**src/rtl/tick_timer_pkg.sv**
```systemverilog
package tick_timer_pkg;
  localparam int BYTE_W = 8;

  typedef logic [2:0] mode_t;
  localparam mode_t MODE_RATE   = 3'b010;
  localparam mode_t MODE_STROBE = 3'b100;

  // control byte layout: sel[7:6] access[5:4] mode[3:1]
  function automatic logic [1:0] ctl_sel(input logic [BYTE_W-1:0] b);
    return b[7:6];
  endfunction

  function automatic logic [1:0] ctl_acc(input logic [BYTE_W-1:0] b);
    return b[5:4];
  endfunction

  function automatic mode_t ctl_mode(input logic [BYTE_W-1:0] b);
    return b[3:1];
  endfunction
endpackage

```
**src/rtl/timer_channel.sv**
```systemverilog
module timer_channel
  import tick_timer_pkg::*;
#(
  parameter int BW = BYTE_W
) (
  input  logic          clk,
  input  logic          rst_n,
  input  logic          en,
  input  logic          ctl_we,
  input  logic [1:0]    ctl_acc_i,
  input  mode_t         ctl_mode_i,
  input  logic          dat_we,
  input  logic [BW-1:0] dat_wd,
  input  logic          dat_re,
  output logic [BW-1:0] dat_rd,
  output logic          tc
);
  localparam int CW = 2 * BW;

  logic [CW-1:0] count, reload, hold_val;
  logic [BW-1:0] lo_hold;
  logic          is_rate, armed, wr_hi, latched, rd_hi;
  logic          load_cmd, at_one;
  logic [CW-1:0] src;

  assign load_cmd = ctl_we && (ctl_acc_i != 2'b00);
  assign at_one   = (count == CW'(1));
  assign tc       = en && armed && at_one;

  always_ff @(posedge clk) begin
    if (!rst_n) begin
      count   <= '0;
      reload  <= '0;
      lo_hold <= '0;
      is_rate <= 1'b0;
      armed   <= 1'b0;
      wr_hi   <= 1'b0;
    end else if (load_cmd) begin
      is_rate <= (ctl_mode_i == MODE_RATE);
      armed   <= 1'b0;
      wr_hi   <= 1'b0;
    end else if (dat_we) begin
      if (!wr_hi) begin
        lo_hold <= dat_wd;
        wr_hi   <= 1'b1;
      end else begin
        count   <= {dat_wd, lo_hold};
        reload  <= {dat_wd, lo_hold};
        armed   <= 1'b1;
        wr_hi   <= 1'b0;
      end
    end else if (en && armed) begin
      if (at_one) begin
        if (is_rate) begin
          count <= reload;
        end else begin
          count <= '0;
          armed <= 1'b0;
        end
      end else begin
        count <= count - CW'(1);
      end
    end
  end

  // coherent two-byte read path
  always_ff @(posedge clk) begin
    if (!rst_n) begin
      latched  <= 1'b0;
      hold_val <= '0;
      rd_hi    <= 1'b0;
    end else if (ctl_we && !load_cmd && !latched) begin
      latched  <= 1'b1;
      hold_val <= count;
      rd_hi    <= 1'b0;
    end else if (dat_re) begin
      if (rd_hi) begin
        rd_hi   <= 1'b0;
        latched <= 1'b0;
      end else begin
        rd_hi   <= 1'b1;
      end
    end
  end

  assign src    = latched ? hold_val : count;
  assign dat_rd = rd_hi ? src[CW-1:BW] : src[BW-1:0];
endmodule

```
**src/rtl/irq_flag.sv**
```systemverilog
module irq_flag (
  input  logic clk,
  input  logic rst_n,
  input  logic set_i,
  input  logic clr_i,
  output logic q
);
  always_ff @(posedge clk) begin
    if (!rst_n) q <= 1'b0;
    else        q <= set_i | (q & ~clr_i);
  end
endmodule

```
**src/rtl/cascade_tick_timer.sv**
```systemverilog
module cascade_tick_timer
  import tick_timer_pkg::*;
#(
  parameter int ADDR_W   = 3,
  parameter int CTL_ADDR = 3,
  parameter int CLR_ADDR = 4
) (
  input  logic              clk,
  input  logic              rst_n,
  input  logic              tick_en,
  input  logic              wr_en,
  input  logic              rd_en,
  input  logic [ADDR_W-1:0] addr,
  input  logic [BYTE_W-1:0] wr_data,
  output logic [BYTE_W-1:0] rd_data,
  output logic              irq_tick,
  output logic              irq_base
);
  localparam int NUM_CH = 3;
  localparam int PRE_CH = NUM_CH - 1;
  localparam int NUM_IRQ = NUM_CH - 1;

  logic              ctl_hit, clr_hit, pre_tc;
  logic [NUM_IRQ-1:0] ch_tc, flags;
  logic [BYTE_W-1:0] rd_byte [NUM_CH];

  assign ctl_hit = wr_en && (addr == ADDR_W'(CTL_ADDR));
  assign clr_hit = wr_en && (addr == ADDR_W'(CLR_ADDR));

  timer_channel #(.BW(BYTE_W)) u_pre (
    .clk(clk), .rst_n(rst_n), .en(tick_en),
    .ctl_we(ctl_hit && (ctl_sel(wr_data) == 2'(PRE_CH))),
    .ctl_acc_i(ctl_acc(wr_data)), .ctl_mode_i(ctl_mode(wr_data)),
    .dat_we(wr_en && (addr == ADDR_W'(PRE_CH))), .dat_wd(wr_data),
    .dat_re(rd_en && (addr == ADDR_W'(PRE_CH))),
    .dat_rd(rd_byte[PRE_CH]), .tc(pre_tc)
  );

  for (genvar i = 0; i < NUM_IRQ; i++) begin : g_ch
    timer_channel #(.BW(BYTE_W)) u_cnt (
      .clk(clk), .rst_n(rst_n), .en(pre_tc),
      .ctl_we(ctl_hit && (ctl_sel(wr_data) == 2'(i))),
      .ctl_acc_i(ctl_acc(wr_data)), .ctl_mode_i(ctl_mode(wr_data)),
      .dat_we(wr_en && (addr == ADDR_W'(i))), .dat_wd(wr_data),
      .dat_re(rd_en && (addr == ADDR_W'(i))),
      .dat_rd(rd_byte[i]), .tc(ch_tc[i])
    );

    irq_flag u_flag (
      .clk(clk), .rst_n(rst_n), .set_i(ch_tc[i]),
      .clr_i(clr_hit && wr_data[i]), .q(flags[i])
    );
  end

  always_comb begin
    rd_data = '0;
    for (int i = 0; i < NUM_CH; i++)
      if (addr == ADDR_W'(i)) rd_data = rd_byte[i];
  end

  assign irq_tick = flags[0];
  assign irq_base = flags[1];
endmodule

```
**config.mk**
```make
export PLATFORM = sky130hd
export DESIGN_NAME = cascade_tick_timer
export DESIGN_NICKNAME = d
export VERILOG_FILES = /design/src/rtl/tick_timer_pkg.sv /design/src/rtl/timer_channel.sv /design/src/rtl/irq_flag.sv /design/src/rtl/cascade_tick_timer.sv
export SDC_FILE = /design/constraint.sdc
export NUM_CORES = 1
export LEC_CHECK = 0
export BUFFER_PORTS_ARGS = -buffer_cell sky130_fd_sc_hd__buf_2
export CAP_MARGIN = 30
export CORE_ASPECT_RATIO = 1.2
export CORE_MARGIN = 2
export CORE_UTILIZATION = 45
export DETAILED_ROUTE_END_ITERATION = 16
export SYNTH_ARGS = -nofsm -noshare
export SYNTH_HDL_FRONTEND = slang
export SYNTH_SLANG_ARGS = --single-unit
export TNS_END_PERCENT = 1
```
**constraint.sdc**
```tcl
create_clock -name clk -period 2.35 [get_ports clk]
set_input_delay 0.47 -clock clk [delete_from_list [all_inputs] [get_ports clk]]
set_output_delay 0.47 -clock clk [all_outputs]
set_load 0.01 [all_outputs]
```
* Yosys cells after proc, flatten, opt, wreduce, memory -nomap -nowiden
Cells that the tools add are included.
W data, S select, Z words.
** Cells by class
- Add/subtract/negate cells :: 3
- Mux-type cells :: 54
- Reduce and logical (&&, ||, !) cells :: 70
- Bitwise operators :: 13
- Equality and inequality tests :: 16
** Operators by type and width (count)
- $mux W16 :: 18
- $eq A16 B1 Y1 const B :: 3
- $mux W8 :: 6
- $sub A16 B1 Y16 const B :: 3
- $mux W1 :: 30
- $logic_and A1 B1 Y1 :: 28
- $reduce_and A3 Y1 :: 9
- $reduce_bool A2 Y1 :: 13
- $reduce_and A4 Y1 :: 3
- $reduce_or A2 Y1 :: 6
- $eq A3 B2 Y1 const B :: 3
- $not A1 Y1 :: 9
- $logic_not A1 Y1 :: 6
- $ne A2 B1 Y1 const B :: 3
- $ne A2 B2 Y1 const B :: 3
- $reduce_and A2 Y1 :: 3
- $eq A3 B1 Y1 const B :: 1
- $eq A3 B3 Y1 const B :: 1
- $logic_not A3 Y1 :: 1
- $and A1 B1 Y1 :: 2
- $eq A2 B1 Y1 const B :: 1
- $eq A2 B2 Y1 const B :: 1
- $logic_not A2 Y1 :: 1
- $or A1 B1 Y1 :: 2
** Word-level totals
- Output and inout bits :: 10
- Flip-flop bits (word level) :: 185

* Logic depth before layout (Yosys ltp)
- Depth after elaboration :: 9
- Mapped depth :: 10
- Depth with buffers taken out :: 8

* Cells and area by module
Synthesis repeated with hierarchy kept, for this count alone.
** Unflattened totals
- Cells, all modules :: 1183
- Area, all modules :: 9865.7 um2
** By module, submodules not included
- timer_channel (g_ch[1].u_cnt ...) :: seq. area each 1221.2 um2, area an instance 3118.0 um2, cells each 371, instances 2
- timer_channel (g_ch[0].u_cnt) :: seq. area each 1221.2 um2, area an instance 3131.8 um2, cells each 387, instances 1
- cascade_tick_timer :: seq. area each 0.0 um2, area an instance 415.4 um2, cells each 48, instances 1
- irq_flag :: seq. area each 20.0 um2, area an instance 41.3 um2, cells each 3, instances 2

* Worst setup path after synthesis
No wires, ideal clock.
- Kind :: reg2reg
- Start :: register u_pre.count[8]
- End :: register g_ch[0].u_cnt.count[0]
- Setup time :: 0.075 ns
- Buffers on the path :: 2
- Arrival time :: 2.465 ns
- Slack :: -0.190 ns
- Stages on the path, launching flop included :: 9
- Cell sequence :: dfxtp_1 or4_4 or4_1 buf_2 or3_4 o31ai_4 buf_6 nand2_2 o22ai_1
** On the way
- Cells in the longest elaborated chain, start to end :: 5
** Ends and longest elaborated chain
- from (decl) :: line timer_channel.sv:20 : logic [CW-1:0] count, reload, hold_val;
- from (signal assigned) :: line timer_channel.sv:47 : count <= {dat_wd, lo_hold};
- from (signal assigned) :: line timer_channel.sv:55 : count <= reload;
- from (signal assigned) :: line timer_channel.sv:61 : count <= count - CW'(1);
- $eq A16 B1 Y1 :: line timer_channel.sv:27 : assign at_one = (count == CW'(1));
- $logic_and A1 B1 Y1 :: line timer_channel.sv:28 : assign tc = en && armed && at_one;
- $logic_and A1 B1 Y1 :: line timer_channel.sv:52 : end else if (en && armed) begin
- $reduce_bool A2 Y1 (no line)
- $reduce_and A3 Y1 (no line)
- to (signal assigned) :: line timer_channel.sv:47
- to (signal assigned) :: line timer_channel.sv:55
- to (signal assigned) :: line timer_channel.sv:61
- to (decl) :: line timer_channel.sv:20
No other way between the ends.
A chain may end at the register's enable or synchronous reset.

* Final worst setup path
- Start :: register g_ch[0].u_cnt.rd_hi
- End :: output port rd_data[6]
** On the way
- Cells in the longest elaborated chain, start to end :: 4
** Ends and longest elaborated chain
- from (decl) :: line timer_channel.sv:22 : logic is_rate, armed, wr_hi, latched, rd_hi;
- from (signal assigned) :: line timer_channel.sv:71 : rd_hi <= 1'b0;
- from (signal assigned) :: line timer_channel.sv:75 : rd_hi <= 1'b0;
- from (signal assigned) :: line timer_channel.sv:78 : rd_hi <= 1'b0;
- $mux W8 :: line timer_channel.sv:87 : assign dat_rd = rd_hi ? src[CW-1:BW] : src[BW-1:0];
- $mux W8 (3 in a row) :: line cascade_tick_timer.sv:58 : if (addr == ADDR_W'(i)) rd_data = rd_byte[i];
- to (decl) :: line cascade_tick_timer.sv:15 : output logic [BYTE_W-1:0] rd_data,
No other way between the ends.

==> metrics.md <==
| Metric | Value |
|---|---|
| Floorplan core area | 20300 µm² |
| Logic gate share of total power | under 10% |
| HPWL after detailed placement | ~20000 µm |
| Largest family of logic cells by synthesized area | simple AND/OR/NAND/NOR gates |
| Leak | 4.10 nW |
| Sequential power share | 49.4% |
| Worst Max-Slew Pin Slew | just over 0.7 ns |
| End-of-flow core utilization | 54.1% |
| Initial Util | 46.0% |
| Largest net degree at the start of global routing | 54 |
| Worst EP required | ~1.9 ns |
| Initial antenna violation count | 0 |
| Die width | 136 µm |
| Async set-reset flop share out of synthesis | 0% |
| Post-route antenna net violation count | 0 |
| Synth Area in Simple Gates | about 22% |
| WL per Instance | 19.0 µm |
| Final setup vio count | 25 |
| Final slew viol count | 0 |
| Internal power | 4.79 mW |
| Synth Area in Compound Gates | about a fifth |
| Synth Area in XOR/XNOR | about 3.3% |
| Psw | 1.62 mW |
| Tmin final | 2.57 ns |
| Worst endpoint data arrival time | roughly 2.1 ns |
| Worst-path clk slew | around 0.07 ns |
| Fin crit share | 109% |
| Worst r2r src | u_pre.count[8]$_SDFFE_PN0P_ |
| RSZ-0062 raised after global routing | yes |
| Vias per cell | 5.87 |
| Root Buffer | clkbuf_16 |
| Fin. Hold Viols | 0 |
| Drt total wl | 28400 µm |
| Critical-path maximum fanout | 5 |
| Library cells used by synthesis | 61 |
| # diodes | 0 |
| Max_slew headroom | 52.6% |
| Layout cells sized above 1 | 17.8% |
| Fraction of synthesized area in multiplexers | a little over 10% |
| Post-route DRC violation count | 0 |
| Clock Skew | 0.0114 ns |
| Outcome | finished with violations |
| Hold EP | g_ch[1].u_cnt.lo_hold[6]$_SDFFE_PN0P_ |
| Post-Synth Adder-Cell Area | 0.802% |
| Commonest non-fill, non-tap cell in the layout | nand2_1 |
| Drt initial violations | between 900 and 1k |
| Seq cells post-synth | 185 |
| Switching part of the total | 25.3% |
| Die Height | roughly 160 µm |
| Vias | 8778 |
| CP Capture Type | output pin |
| Post-synthesis sequential area ratio | about two fifths |
| CTS Buf Count | 17 |
| Grt total ovfl | 0 |
| IO Port Bufs | 25 |
| # clock sinks | ~190 |
| H-tree Lvls | 4 |
| Syn Nets | 1197 |
| Startpoint types | flip-flop |
| Hold path startpoint | wr_data[6] |
| Routability cong. | 0.910 |
| Fmax | 389 MHz |
| R2R Setup Slk | -0.04 ns |
| Hold path depth | 3 |
| DRT Pass-1 Iters | 6 |
| Total die area | 22000 µm² |
| Vias in the first global route | 8262 |
| Top-level I/O count | 26 |
| R2R depth | 8 |
| CTS tree | yes |
| MaxCap Viol Count | 0 |
| Non-Filler Instances | 1496 |
| Placed cell count | 1463 |
| Gr usage total | 26.3% |
| Crit Reg-Reg Endpoint | g_ch[0].u_flag.q$_SDFF_PN0_ |
| First-pass GRT wire length | 45400 µm |
| Fin nets | 1241 |
| Post-Syn Area | about 9400 µm² |
| Worst vdd ir | 0.504 mV |
| Max clock buf depth | 2 |
| Final Power | 6.42 mW |
| Clock share of power | approximately 44% |
| Syn. warnings | 0 |
| Synthesized netlist cell count | between 1k and 1.5k |
| Syn Area/Cell | about 8 µm² |
| Hold Slack | around 0.37 ns |
| P&R area growth vs syn | 17.4% |
| Pwr Density | 584 nW/µm² |
| Most frequent cells in the layout | nand2_1 (226), dfxtp_1 (179), a21oi_1 (118) |
| Setup ws final | -0.218 ns |
| Number of enable flip-flop cells after synthesis | 0 |
| Worst-Skew Late Latency | 0.44 ns |
| # rows | 57 |
| Violated checks | setup timing |
| Worst min-delay path class | input port to flip-flop |
| Crit Path Category | flip-flop to output pin |
| Ys flop type | dfxtp_1 |
[power by group through the flow]
stage | Combinational (mW) | Sequential [mW] | Clock [mW]
2_1_floorplan | 0.249 | 3.23 | 0
3_3_place_gp | 0.394 | 3.25 | 0
3_5_place_dp | 0.396 | 3.25 | 0
4_1_cts | 0.400 | 3.17 | 2.87
5_1_grt | 0.441 | 3.18 | 3.01
6_report | 0.409 | 3.17 | 2.84
[state kept, by name (all words and copies together) (netlist names), 8 cells and up]
| signal | count |
|---|---|
| g_ch.u_cnt.lo_hold | 16 |
| g_ch.u_cnt.count | 32 |
| g_ch.u_cnt.reload | 32 |
| u_pre.count | 16 |
| g_ch.u_cnt.hold_val | 32 |
| u_pre.hold_val | 16 |
| u_pre.reload | 16 |
| u_pre.lo_hold | 8 |
[metrics by stage]
| stage | setup WS, ns | area [µm²] | setup TNS [ns] |
|---|---|---|---|
| detailed placement | -0.0529 | 10300 | -0.940 |
| CTS | -0.178 | 10900 | -1.36 |
| floorplan | -0.114 | 9390 | -3.82 |
| global placement | -0.0131 | 10300 | -0.0539 |
| finish | -0.218 | 11000 | -1.50 |
| global route | -0.311 | 11000 | -4.96 |
[synthesized netlist by cell type, drive strengths merged (3+ instances only)]
library cell	number	area, µm²
o211ai	20	150
and3	13	81.3
o2111ai	3	26.3
o22ai	9	56.3
nand2b	9	56.3
and2	4	25.0
xnor2	25	219
clkbuf	90	338
o32ai	4	35.0
or4	10	78.8
ha	6	75.1
nor4	12	81.3
mux2i	39	390
a31oi	34	213
o21a	3	22.5
dfxtp	185	3700
nand2	227	855
nand4	8	50.1
a311oi	10	87.6
nor3b	6	45.0
buf	20	104
mux4	24	541
nand3	20	100
inv	11	41.3
nor3	24	131
a21oi	121	606
o31ai	4	43.8
or3	7	48.8
o21ai	86	430
nor2	101	379
xor2	10	87.6
[timing repair]
| action | CTS | global route |
|---|---|---|
| gates resized for setup | 11 | 15 |
| setup buffers | 1 | 0 |
| gates cloned | 0 | 1 |
| hold buffers | 0 | 0 |
| setup endpoints to repair | 42 | 51 |
| pin swaps | 3 | 6 |
[worst max-delay path: stages, from the launching register on]
cell	delay, ns
dfxtp_4	0.37
buf_12	0.12
mux4_2	0.57
mux2i_2	0.22
nor2_1	0.08
a21oi_2	0.12
nor2_1	0.06
buf_2	0.13
[layout make-up]
| cell class | instances | area (µm²) |
|---|---|---|
| fill | 1950 | 9340 |
| multi-input combinational | 869 | 5260 |
| sequential | 185 | 3710 |
| timing repair buffer | 135 | 1080 |
| clock buffer | 18 | 429 |
| tap | 265 | 332 |
| clock inverter | 13 | 133 |
| inverter | 11 | 43.8 |
[metal layers]
| layer | track usage (%) | vias up | part of all wire, % |
|---|---|---|---|
| met4 | 9.94 | 0 | 3.2 |
| met1 | 36.3 | 4192 | 45 |
| met5 | 0 | - | 0 |
| met2 | 41.6 | 288 | 46 |
| li1 | - | 4242 | - |
| met3 | 4.21 | 56 | 5.5 |
[logic make-up (layout without fill, tap and decap cells)]
| group | Yosys count | after routing |
|---|---|---|
| buffers and inverters | 121 | 177 |
| AOI/OAI and AO/OA | 306 | 306 |
| muxes | 64 | 64 |
| adders and majority gates | 6 | 6 |
| and+or+nand+nor | 458 | 458 |
| xor gates and xnor gates | 35 | 35 |
| DFF | 185 | 185 |
[worst max path at each step]
stage,startpoint,to,slack (ns),depth (start not counted)
6_report,g_ch[0].u_cnt.rd_hi$_SDFFE_PP0P_,rd_data[6],-0.22,7
5_1_grt,g_ch[0].u_cnt.rd_hi$_SDFFE_PP0P_,rd_data[6],-0.31,7
4_1_cts,g_ch[0].u_cnt.rd_hi$_SDFFE_PP0P_,rd_data[6],-0.18,7
3_5_place_dp,u_pre.count[11]$_SDFFE_PN0P_,g_ch[0].u_cnt.count[4]$_SDFFE_PN0P_,-0.05,7
3_3_place_gp,u_pre.count[11]$_SDFFE_PN0P_,g_ch[0].u_cnt.count[11]$_SDFFE_PN0P_,-0.01,7
2_1_floorplan,u_pre.count[11]$_SDFFE_PN0P_,g_ch[0].u_cnt.count[9]$_SDFFE_PN0P_,-0.11,8
Power figures use the tool's default switching activity.
